## src/rtl/wpc_pkg.sv

```systemverilog
package wpc_pkg;
  typedef enum logic [1:0] {
    ST_IDLE  = 2'd0,
    ST_PROBE = 2'd1,
    ST_ALT   = 2'd2,
    ST_FILL  = 2'd3
  } wpc_state_e;

  localparam logic [1:0] KIND_FAST = 2'b00;
  localparam logic [1:0] KIND_SLOW = 2'b01;
  localparam logic [1:0] KIND_MISS = 2'b10;
endpackage

```

## src/rtl/wpc_pred_table.sv

```systemverilog
module wpc_pred_table #(
  parameter int SETS_W = 4
) (
  input  logic              clk,
  input  logic              rst_n,
  input  logic [SETS_W-1:0] rd_idx,
  output logic              rd_way,
  input  logic              wr_en,
  input  logic [SETS_W-1:0] wr_idx,
  input  logic              wr_way
);
  localparam int SETS = 1 << SETS_W;

  logic [SETS-1:0] bits_q;

  always_ff @(posedge clk) begin
    if (!rst_n) bits_q <= '0;
    else if (wr_en) bits_q[wr_idx] <= wr_way;
  end

  assign rd_way = bits_q[rd_idx];
endmodule

```

## src/rtl/wpc_way_store.sv

```systemverilog
module wpc_way_store #(
  parameter int SETS_W = 4,
  parameter int TAG_W  = 8,
  parameter int DATA_W = 32
) (
  input  logic              clk,
  input  logic              rst_n,
  input  logic [SETS_W-1:0] rd_idx,
  output logic              rd_vld,
  output logic [TAG_W-1:0]  rd_tag,
  output logic [DATA_W-1:0] rd_data,
  input  logic              wr_en,
  input  logic [SETS_W-1:0] wr_idx,
  input  logic [TAG_W-1:0]  wr_tag,
  input  logic [DATA_W-1:0] wr_data
);
  localparam int SETS = 1 << SETS_W;

  logic [SETS-1:0]   vld_q;
  logic [TAG_W-1:0]  tag_q  [SETS];
  logic [DATA_W-1:0] data_q [SETS];

  always_ff @(posedge clk) begin
    if (!rst_n) vld_q <= '0;
    else if (wr_en) vld_q[wr_idx] <= 1'b1;
  end

  always_ff @(posedge clk) begin
    if (wr_en) begin
      tag_q[wr_idx]  <= wr_tag;
      data_q[wr_idx] <= wr_data;
    end
  end

  assign rd_vld  = vld_q[rd_idx];
  assign rd_tag  = tag_q[rd_idx];
  assign rd_data = data_q[rd_idx];
endmodule

```

## src/rtl/wpc_ctrl.sv

```systemverilog
module wpc_ctrl
  import wpc_pkg::*;
(
  input  logic       clk,
  input  logic       rst_n,
  input  logic       req_valid,
  input  logic       pred_hit,
  input  logic       alt_hit,
  input  logic       fill_rsp_valid,
  output logic       req_ready,
  output wpc_state_e state
);
  wpc_state_e state_d;

  always_comb begin
    state_d = state;
    unique case (state)
      ST_IDLE:  if (req_valid)      state_d = ST_PROBE;
      ST_PROBE: state_d = pred_hit ? ST_IDLE : ST_ALT;
      ST_ALT:   state_d = alt_hit  ? ST_IDLE : ST_FILL;
      ST_FILL:  if (fill_rsp_valid) state_d = ST_IDLE;
      default:  state_d = ST_IDLE;
    endcase
  end

  always_ff @(posedge clk) begin
    if (!rst_n) state <= ST_IDLE;
    else        state <= state_d;
  end

  assign req_ready = (state == ST_IDLE);

  assert_busy_after_accept_R2: assert property (@(posedge clk) disable iff (!rst_n)
    (req_valid && req_ready) |=> !req_ready);
endmodule

```

## src/rtl/wpc_cache.sv

```systemverilog
module wpc_cache
  import wpc_pkg::*;
#(
  parameter int ADDR_W = 12,
  parameter int SETS_W = 4,
  parameter int DATA_W = 32
) (
  input  logic              clk,
  input  logic              rst_n,
  input  logic              req_valid,
  output logic              req_ready,
  input  logic [ADDR_W-1:0] req_addr,
  output logic              rsp_valid,
  output logic [DATA_W-1:0] rsp_data,
  output logic [1:0]        rsp_kind,
  output logic              rsp_way,
  output logic              fill_valid,
  output logic [ADDR_W-1:0] fill_addr,
  input  logic              fill_rsp_valid,
  input  logic [DATA_W-1:0] fill_rsp_data
);
  localparam int TAG_W = ADDR_W - SETS_W;
  localparam int WAYS  = 2;

  wpc_state_e        state;
  logic [ADDR_W-1:0] addr_q;
  logic [SETS_W-1:0] idx;
  logic [TAG_W-1:0]  tag;
  logic              pred_way, alt_way, victim;
  logic              pred_hit, alt_hit, fill_done;
  logic              pred_we, pred_wway;
  logic [WAYS-1:0]   way_vld, way_hit, way_we;
  logic [TAG_W-1:0]  way_tag  [WAYS];
  logic [DATA_W-1:0] way_data [WAYS];

  always_ff @(posedge clk) begin
    if (!rst_n) addr_q <= '0;
    else if (req_valid && req_ready) addr_q <= req_addr;
  end

  assign idx = addr_q[SETS_W-1:0];
  assign tag = addr_q[ADDR_W-1:SETS_W];

  wpc_ctrl u_ctrl (
    .clk(clk), .rst_n(rst_n), .req_valid(req_valid), .pred_hit(pred_hit),
    .alt_hit(alt_hit), .fill_rsp_valid(fill_rsp_valid),
    .req_ready(req_ready), .state(state)
  );

  wpc_pred_table #(.SETS_W(SETS_W)) u_pred (
    .clk(clk), .rst_n(rst_n), .rd_idx(idx), .rd_way(pred_way),
    .wr_en(pred_we), .wr_idx(idx), .wr_way(pred_wway)
  );

  for (genvar w = 0; w < WAYS; w++) begin : g_way
    wpc_way_store #(.SETS_W(SETS_W), .TAG_W(TAG_W), .DATA_W(DATA_W)) u_store (
      .clk(clk), .rst_n(rst_n), .rd_idx(idx),
      .rd_vld(way_vld[w]), .rd_tag(way_tag[w]), .rd_data(way_data[w]),
      .wr_en(way_we[w]), .wr_idx(idx), .wr_tag(tag), .wr_data(fill_rsp_data)
    );
    assign way_hit[w] = way_vld[w] && (way_tag[w] == tag);
    assign way_we[w]  = fill_done && (victim == 1'(w));
  end

  assign alt_way   = ~pred_way;
  assign pred_hit  = way_hit[pred_way];
  assign alt_hit   = way_hit[alt_way];
  assign victim    = !way_vld[0] ? 1'b0 : (!way_vld[1] ? 1'b1 : alt_way);
  assign fill_done = (state == ST_FILL) && fill_rsp_valid;

  assign pred_we   = ((state == ST_ALT) && alt_hit) || fill_done;
  assign pred_wway = fill_done ? victim : alt_way;

  assign fill_valid = (state == ST_FILL);
  assign fill_addr  = addr_q;

  always_comb begin
    rsp_valid = 1'b0;
    rsp_kind  = KIND_FAST;
    rsp_way   = pred_way;
    rsp_data  = way_data[pred_way];
    if ((state == ST_PROBE) && pred_hit) begin
      rsp_valid = 1'b1;
    end else if ((state == ST_ALT) && alt_hit) begin
      rsp_valid = 1'b1;
      rsp_kind  = KIND_SLOW;
      rsp_way   = alt_way;
      rsp_data  = way_data[alt_way];
    end else if (fill_done) begin
      rsp_valid = 1'b1;
      rsp_kind  = KIND_MISS;
      rsp_way   = victim;
      rsp_data  = fill_rsp_data;
    end
  end

  assert_rsp_reopens_R2: assert property (@(posedge clk) disable iff (!rst_n)
    rsp_valid |=> (req_ready && !rsp_valid));
  assert_fill_held_R6: assert property (@(posedge clk) disable iff (!rst_n)
    (fill_valid && !fill_rsp_valid) |=> (fill_valid && $stable(fill_addr)));
  assert_fill_answers_R6: assert property (@(posedge clk) disable iff (!rst_n)
    (fill_valid && fill_rsp_valid) |-> (rsp_valid && rsp_kind == KIND_MISS));
  assert_retrain_R5: assert property (@(posedge clk) disable iff (!rst_n)
    (rsp_valid && rsp_kind == KIND_SLOW) |=> (pred_way == $past(rsp_way)));
  assert_refill_pred_R8: assert property (@(posedge clk) disable iff (!rst_n)
    (rsp_valid && rsp_kind == KIND_MISS) |=> (pred_way == $past(rsp_way)));
  assert_one_write_R7: assert property (@(posedge clk) disable iff (!rst_n)
    $onehot0(way_we));
endmodule

```

## config.mk

```make
export PLATFORM = sky130hd
export DESIGN_NAME = wpc_cache
export DESIGN_NICKNAME = d
export VERILOG_FILES = /design/src/rtl/wpc_pkg.sv /design/src/rtl/wpc_pred_table.sv /design/src/rtl/wpc_way_store.sv /design/src/rtl/wpc_ctrl.sv /design/src/rtl/wpc_cache.sv
export SDC_FILE = /design/constraint.sdc
export NUM_CORES = 1
export LEC_CHECK = 0
export ABC_CLOCK_PERIOD_IN_PS = 6500
export BUFFER_PORTS_ARGS = -buffer_cell sky130_fd_sc_hd__buf_2
export CORE_MARGIN = 2
export CORE_UTILIZATION = 56
export CTS_CLUSTER_SIZE = 10
export DETAILED_ROUTE_END_ITERATION = 12
export PLACE_DENSITY = 0.75
export SYNTH_ARGS = -nofsm -noshare
export SYNTH_HDL_FRONTEND = slang
export SYNTH_HIERARCHICAL = 1
export SYNTH_SLANG_ARGS = --single-unit
```

## constraint.sdc

```tcl
create_clock -name clk -period 6.5 [get_ports clk]
set_input_delay 0.325 -clock clk [delete_from_list [all_inputs] [get_ports clk]]
set_output_delay 0.325 -clock clk [all_outputs]
set_load 0.01 [all_outputs]
```

======== Word level (Yosys, flattened, before mapping) ========
Memory sizes are Yosys's and may differ from the RTL's. A register that Yosys moved wholly into a read port is not among the register bits.
Index checks and enable logic that the tools add are counted.
Widths: inputs -> output; s select.
storage, ports and cells
  register bits ........................... 62
  RAM bits ................................ 1280
  input bits .............................. 48
  output and inout port bits .............. 50
  memories ................................ 4
cells by class
  $lt $le $gt $ge ......................... 6
  equality and inequality tests ........... 7
  multiplexer cells ....................... 51
  bitwise operators ....................... 6
  reductions and logical operators ........ 12
memory list
  name                     words  bits a word  rd ports  clocked after memory_dff  wr ports  RTL line             RTL
  g_way[0].u_store.data_q  16     32           1         1                         1         wpc_way_store.sv:21  logic [DATA_W-1:0] data_q [SETS];
  g_way[1].u_store.data_q  16     32           1         1                         1         wpc_way_store.sv:21
  g_way[0].u_store.tag_q   16     8            1         1                         1         wpc_way_store.sv:20  logic [TAG_W-1:0] tag_q [SETS];
  g_way[1].u_store.tag_q   16     8            1         1                         1         wpc_way_store.sv:20
operator list
  operator            number
  $mux 32             9
  $mux 4              8
  $or 16x16->16       2
  $mux 1              21
  $bwmux 16           1
  $eq 8x8->1          2
  $mux 2              7
  $bmux 1 s4          3
  $logic_and 1x1->1   9
  $pmux 2 s4          1
  $lt 4x5->1 const B  1
  $demux 1 s4         1
  $eq 2x2->1 const B  2
  $ge 2x2->1 const B  2
  $ge 4x1->1 const B  1
  $lt 1x2->1 const B  2
  $not 1->2           2
  $eq 2x1->1 const B  1
  $logic_not 2->1     1
  $ne 2x1->1 const B  1
  $ne 2x2->1 const B  1
  $not 1->1           2
  $reduce_and 2->1    1
  $logic_or 1x1->1    1

======== Longest topological paths before layout ========
  depth after elaboration ................. 9
  depth in mapped cells ................... 13

======== Modules after synthesis ========
The synthesis kept the hierarchy.
modules (own cells, without submodules)
  module          instances  cells an instance  area an instance (sq um)  seq. area each (sq um)
  wpc_way_store   2          1043               24526.0                   19538.7
  wpc_cache       1          291                2149.6                    240.2
  wpc_pred_table  1          100                885.8                     320.3
  wpc_ctrl        1          9                  95.1                      40.0

======== Worst setup path after synthesis ========
Ideal clock, no wire load.
  path type ............................... reg-to-reg
  from .................................... reg addr_q[0] (netlist: fill_addr[0])
  to ...................................... mem g_way[1].u_store.data_q[0][0] (enable)
  library setup time ...................... 0.489 ns
  data arrival time ....................... 5.635 ns
  setup slack ............................. 0.376 ns
  cell stages (with the launch flop) ...... 10
  buffers on the path ..................... 2
  clock period less this slack ............ 6.124 ns
  cells stage by stage .................... dfxtp_1 > buf_2 > buf_4 > mux4_2 > a22oi_1 > nand2_1 > a21boi_0 > and2_1 > or3b_2 > nor3_1
on the way
  elaborated cells on any way between the ends .. 12
  those cells by class .................... 10 x mux; 1 x bitwise; 1 x reduce/logical
RTL lines
  element                       RTL line             RTL
  start: declaration            wpc_cache.sv:26      logic [ADDR_W-1:0] addr_q;
  start signal: assignment      wpc_cache.sv:38      else if (req_valid && req_ready) addr_q <= req_addr;
  $bmux 1 s4                    wpc_way_store.sv:35  assign rd_vld = vld_q[rd_idx];
  $mux 1 (implied by the code)  wpc_way_store.sv:35
  net way_vld[1]                wpc_cache.sv:32      logic [WAYS-1:0] way_vld, way_hit, way_we;
  $mux 1 (2 in a row)           wpc_cache.sv:68      assign victim = !way_vld[0] ? 1'b0 : (!way_vld[1] ? 1'b1 : alt_way);
  $logic_and 1x1->1             wpc_cache.sv:62      assign way_we[w] = fill_done && (victim == 1'(w));
  net way_we[1]                 wpc_cache.sv:32
  $mux 1                        wpc_way_store.sv:29  if (wr_en) begin
  $mux 1 (implied by the code)  wpc_way_store.sv:31  data_q[wr_idx] <= wr_data;
  end: declaration              wpc_way_store.sv:21
The timed path passes the listed nets, and every way through them passes these cells. The select of a mux whose other input is x is not followed.

======== Worst setup path after layout ========
  from .................................... reg addr_q[0] (netlist: fill_addr[0])
  to ...................................... out rsp_data[8]
on the way
  longest elaborated chain between the ends .. 9
  elaborated cells on any way between the ends .. 26
  those cells by class .................... 19 x mux; 3 x bitwise; 4 x reduce/logical
ends and longest elaborated chain
  element                                                       RTL line                          RTL
  $bmux 1 s4                                                    wpc_pred_table.sv:21              assign rd_way = bits_q[rd_idx];
  $mux 1 (implied by the code)                                  wpc_pred_table.sv:21
  $not 1->2 (implied by the code) or $not 1->1 (tied branches)  wpc_cache.sv:81, wpc_cache.sv:65
  $mux 32 (implied by the code) or $not 1->2 (tied branches)    wpc_cache.sv:81, wpc_cache.sv:88
  $mux 32, on equally long branches (2 in a row)                wpc_cache.sv:81, wpc_cache.sv:88
  $mux 32, on equally long branches                             wpc_cache.sv:89, wpc_cache.sv:88
  $mux 32                                                       wpc_cache.sv:84                   end else if ((state == ST_ALT) && alt_hit) begin
  $mux 32 (*)                                                   wpc_cache.sv:82                   if ((state == ST_PROBE) && pred_hit) begin
  end: declaration                                              wpc_cache.sv:14                   output logic [DATA_W-1:0] rsp_data,
Mark *: on every way between the ends. The rest lies on a longest branch, timed or not. The select of a mux whose other input is x is not followed.

==> impl_metrics.py <==
metrics = {
    "die": {
        "dieArea_um2": 95600,
        "rows": 111,
        "initial_core_util": 0.568,
        "io_pins": 98,
        "die_w_um": 309,
        "core_area_um2": 91900,
        "die_h_um": 309,
    },
    "synthesis": {
        "synth_warnings": 6,
        "netlist_instances": 2486,
        "synthMostInstantiatedCell": "edfxtp_1",
        "async_reset_ff_frac": 0,
        "syn-num-nets": 2534,
        "ys.flop_type": "edfxtp_1",
        "yosysUniqueCellTypes": 55,
        "synth_edf_count": 1280,
        "postSynthAreaPerCell_um2": 21.0,
        "ys_seq_area_frac": 0.760,
        "syn_area_um2": 52200,
        "synth_common_cells": "edfxtp_1, mux4_2, a22oi_1",
        "synthTopCellsByArea": "edfxtp_1, mux4_2, a22oi_1",
        "synth_top_area_cell": "edfxtp_1",
        "ys_seq_elements": 1342,
        "synth_top_area_share": 0.737,
    },
    "routing": {
        "vias": 27400,
        "dr.pass1.iters": 8,
        "vias_per_cell": 6.89,
        "drcViolationCount": 0,
        "drt.antenna.violating_nets": 0,
        "avgRoutedWirePerCell_um": 33.3,
        "wirelength_mm": 133,
        "initialDrtViolationCount": 4436,
    },
    "cells_and_area": {
        "drive_gt1_frac": 0.281,
        "synthToLayoutAreaGrowth_pct": 13.1,
        "fin_nets": 2743,
    },
    "flow_run": {
        "drv_cap": 0,
    },
    "cts": {
        "cts_sinks": 1342,
        "cts_buffers": 152,
        "postCtsSetupRepairBufs": 0,
        "ctsRootBufferMaster": "clkbuf_16",
        "clock_path_buffers": 3,
        "cts_resized": 0,
        "cts_tree": "yes",
        "path_clk_slew_ns": 0.06,
        "clock_latency_ns": 0.75,
        "h-tree-depth": 4,
        "ctsHoldBuffers": 15,
    },
    "setup_path": {
        "cp_max_fo": 64,
        "setup.worst_path.class": "reg -> out",
        "crit_arrival_ns": 5.58,
        "start_kind": "flip-flop",
        "cp.required_ns": 6.17,
        "worst_setup_path_end_kind": "output pin",
    },
    "sta": {
        "hold_viol": 0,
        "setup_viol": 0,
        "period_share": 0.909,
        "slew-limit-headroom": 0.110,
        "worst-slew-pin-transition_ns": 1.33,
        "period_minus_slack_ns": 5.91,
        "fin_tns_setup_ns": 0,
        "clock_skew_ns": 0.0238,
        "rsz0062_at_grt": "false",
        "timing.fmax_ghz": 0.169,
        "slew_violations": 0,
    },
    "global_route": {
        "grt_pass1_vias": 28000,
        "antenna_found_initial": 3,
        "grt-ovfl-total": 0,
        "grt_pass1_wl_mm": 191,
        "grt_max_degree": 76,
        "track_usage": 0.284,
    },
    "placement": {
        "routabilityCongestion": 0.812,
        "io_buffer_count": 97,
        "dp_hpwl_mm": 70.6,
    },
    "power": {
        "combinationalPowerShare": 0.083,
        "p_sw_frac": 0.225,
        "total_leakage_power_nw": 18.2,
        "ir_drop_v": 0.000290,
        "p_per_area_nw_per_um2": 315,
        "p_sw_mw": 4.19,
        "total_power_mw": 18.6,
        "seq_power_share": 0.515,
        "p_clk_frac": 0.402,
        "internal_power_mw": 14.4,
    },
    "hold_path": {
        "min_path_type": "in -> reg",
    },
    "run_status": {
        "status": "finished, final reports clean",
    },
}
## flip-flops by register name, summed over array words and instances, names as in the netlist
register	flops
fill_addr	12
g_way.u_store/data_q	1024
g_way.u_store/tag_q	256
g_way.u_store/vld_q	32
u_ctrl/state	2
u_pred/bits_q	16
## critical path: stages, from the launching register on
cell	delay, ns
dfxtp_4	1.08
buf_4	0.51
buf_4	0.60
buf_4	0.74
mux4_2	0.60
a22oi_1	0.24
nand2_1	0.16
mux2i_1	0.30
nor2_1	0.07
a21oi_1	0.18
o21ai_2	0.06
buf_2	0.15
## kinds of logic (layout without fill, tap and decap cells)
| group | Yosys count | after routing | synth area share |
|---|---|---|---|
| xor gates and xnor gates | 16 | 16 | 0.00269 |
| buffers and inverters | 150 | 403 | 0.0148 |
| and+or+nand+nor | 263 | 263 | 0.0240 |
| muxes | 369 | 369 | 0.151 |
| other | 0 | 2 | 0 |
| DFF | 1342 | 1342 | 0.760 |
| AOI/OAI and AO/OA | 346 | 346 | 0.0473 |
## stage by stage
step	std cells	instance area [µm²]	setup WS [ns]	hold WS, ns	utilization
final	3984	59000	0.592	0.0533	0.642
after global routing	3984	59000	0.132	0.0849	0.642
after CTS	3982	59000	0.471	0.0195	0.642
after detailed placement	3769	54600	1.31	0.452	0.594
after global placement	3769	54600	1.43	0.441	0.594
after floorplan	2486	52200	0.376	0.424	-
## per-layer routing
metal	global-route usage	routed length, µm	vias up
met5	0	0	-
met4	0.101	4020	0
met3	0.0652	16700	279
met2	0.444	63600	2024
met1	0.399	48400	14300
li1	-	-	10800
## placed cells by master, fill, tap and decap left out, types with 16 or more instances in the layout
cell / count
nor2_4: 26
clkbuf_16: 154
nand2_1: 118
mux4_2: 328
mux2i_1: 34
buf_2: 97
edfxtp_1: 1280
a22oi_1: 196
o21ai_0: 18
buf_4: 73
a21oi_1: 50
buf_12: 17
clkbuf_1: 29
dfxtp_1: 58
o21ai_2: 31
o21a_1: 32
nor2_1: 35
xnor2_1: 16
## worst paths after layout
kind                        startpoint                        endpoint  slack [ns]  cells after the start
max                       fill_addr[0]                     rsp_data[8]        0.59                     11
min                  fill_rsp_data[18]  g_way[1].u_store/data_q[0][18]        0.05                      1
max reg2reg               fill_addr[0]                u_pred/bits_q[0]        1.33                     11
min reg2reg  g_way[0].u_store/vld_q[9]       g_way[0].u_store/vld_q[9]        0.46                      1
## area by class of cell
class / instances / area, µm²
Antenna cell: 2 / 5.00
Clock buffer: 183 / 3960
Clock inverter: 15 / 236
Fill cell: 5927 / 32900
Inverter: 3 / 11.3
Multi-Input combinational cell: 994 / 12000
Sequential cell: 1342 / 39700
Tap cell: 1243 / 1560
Timing Repair Buffer: 202 / 1520
## power by group through the flow
stage | Combinational (mW) | Sequential, mW | Clock, mW
after floorplan | 0.976 | 9.74 | 0
after global placement | 1.48 | 9.75 | 0
after CTS | 1.54 | 9.57 | 7.57
after detailed placement | 1.51 | 9.75 | 0
after global routing | 1.64 | 9.57 | 7.88
final | 1.55 | 9.58 | 7.48
Note: power is estimated with default switching activity, not from simulation.
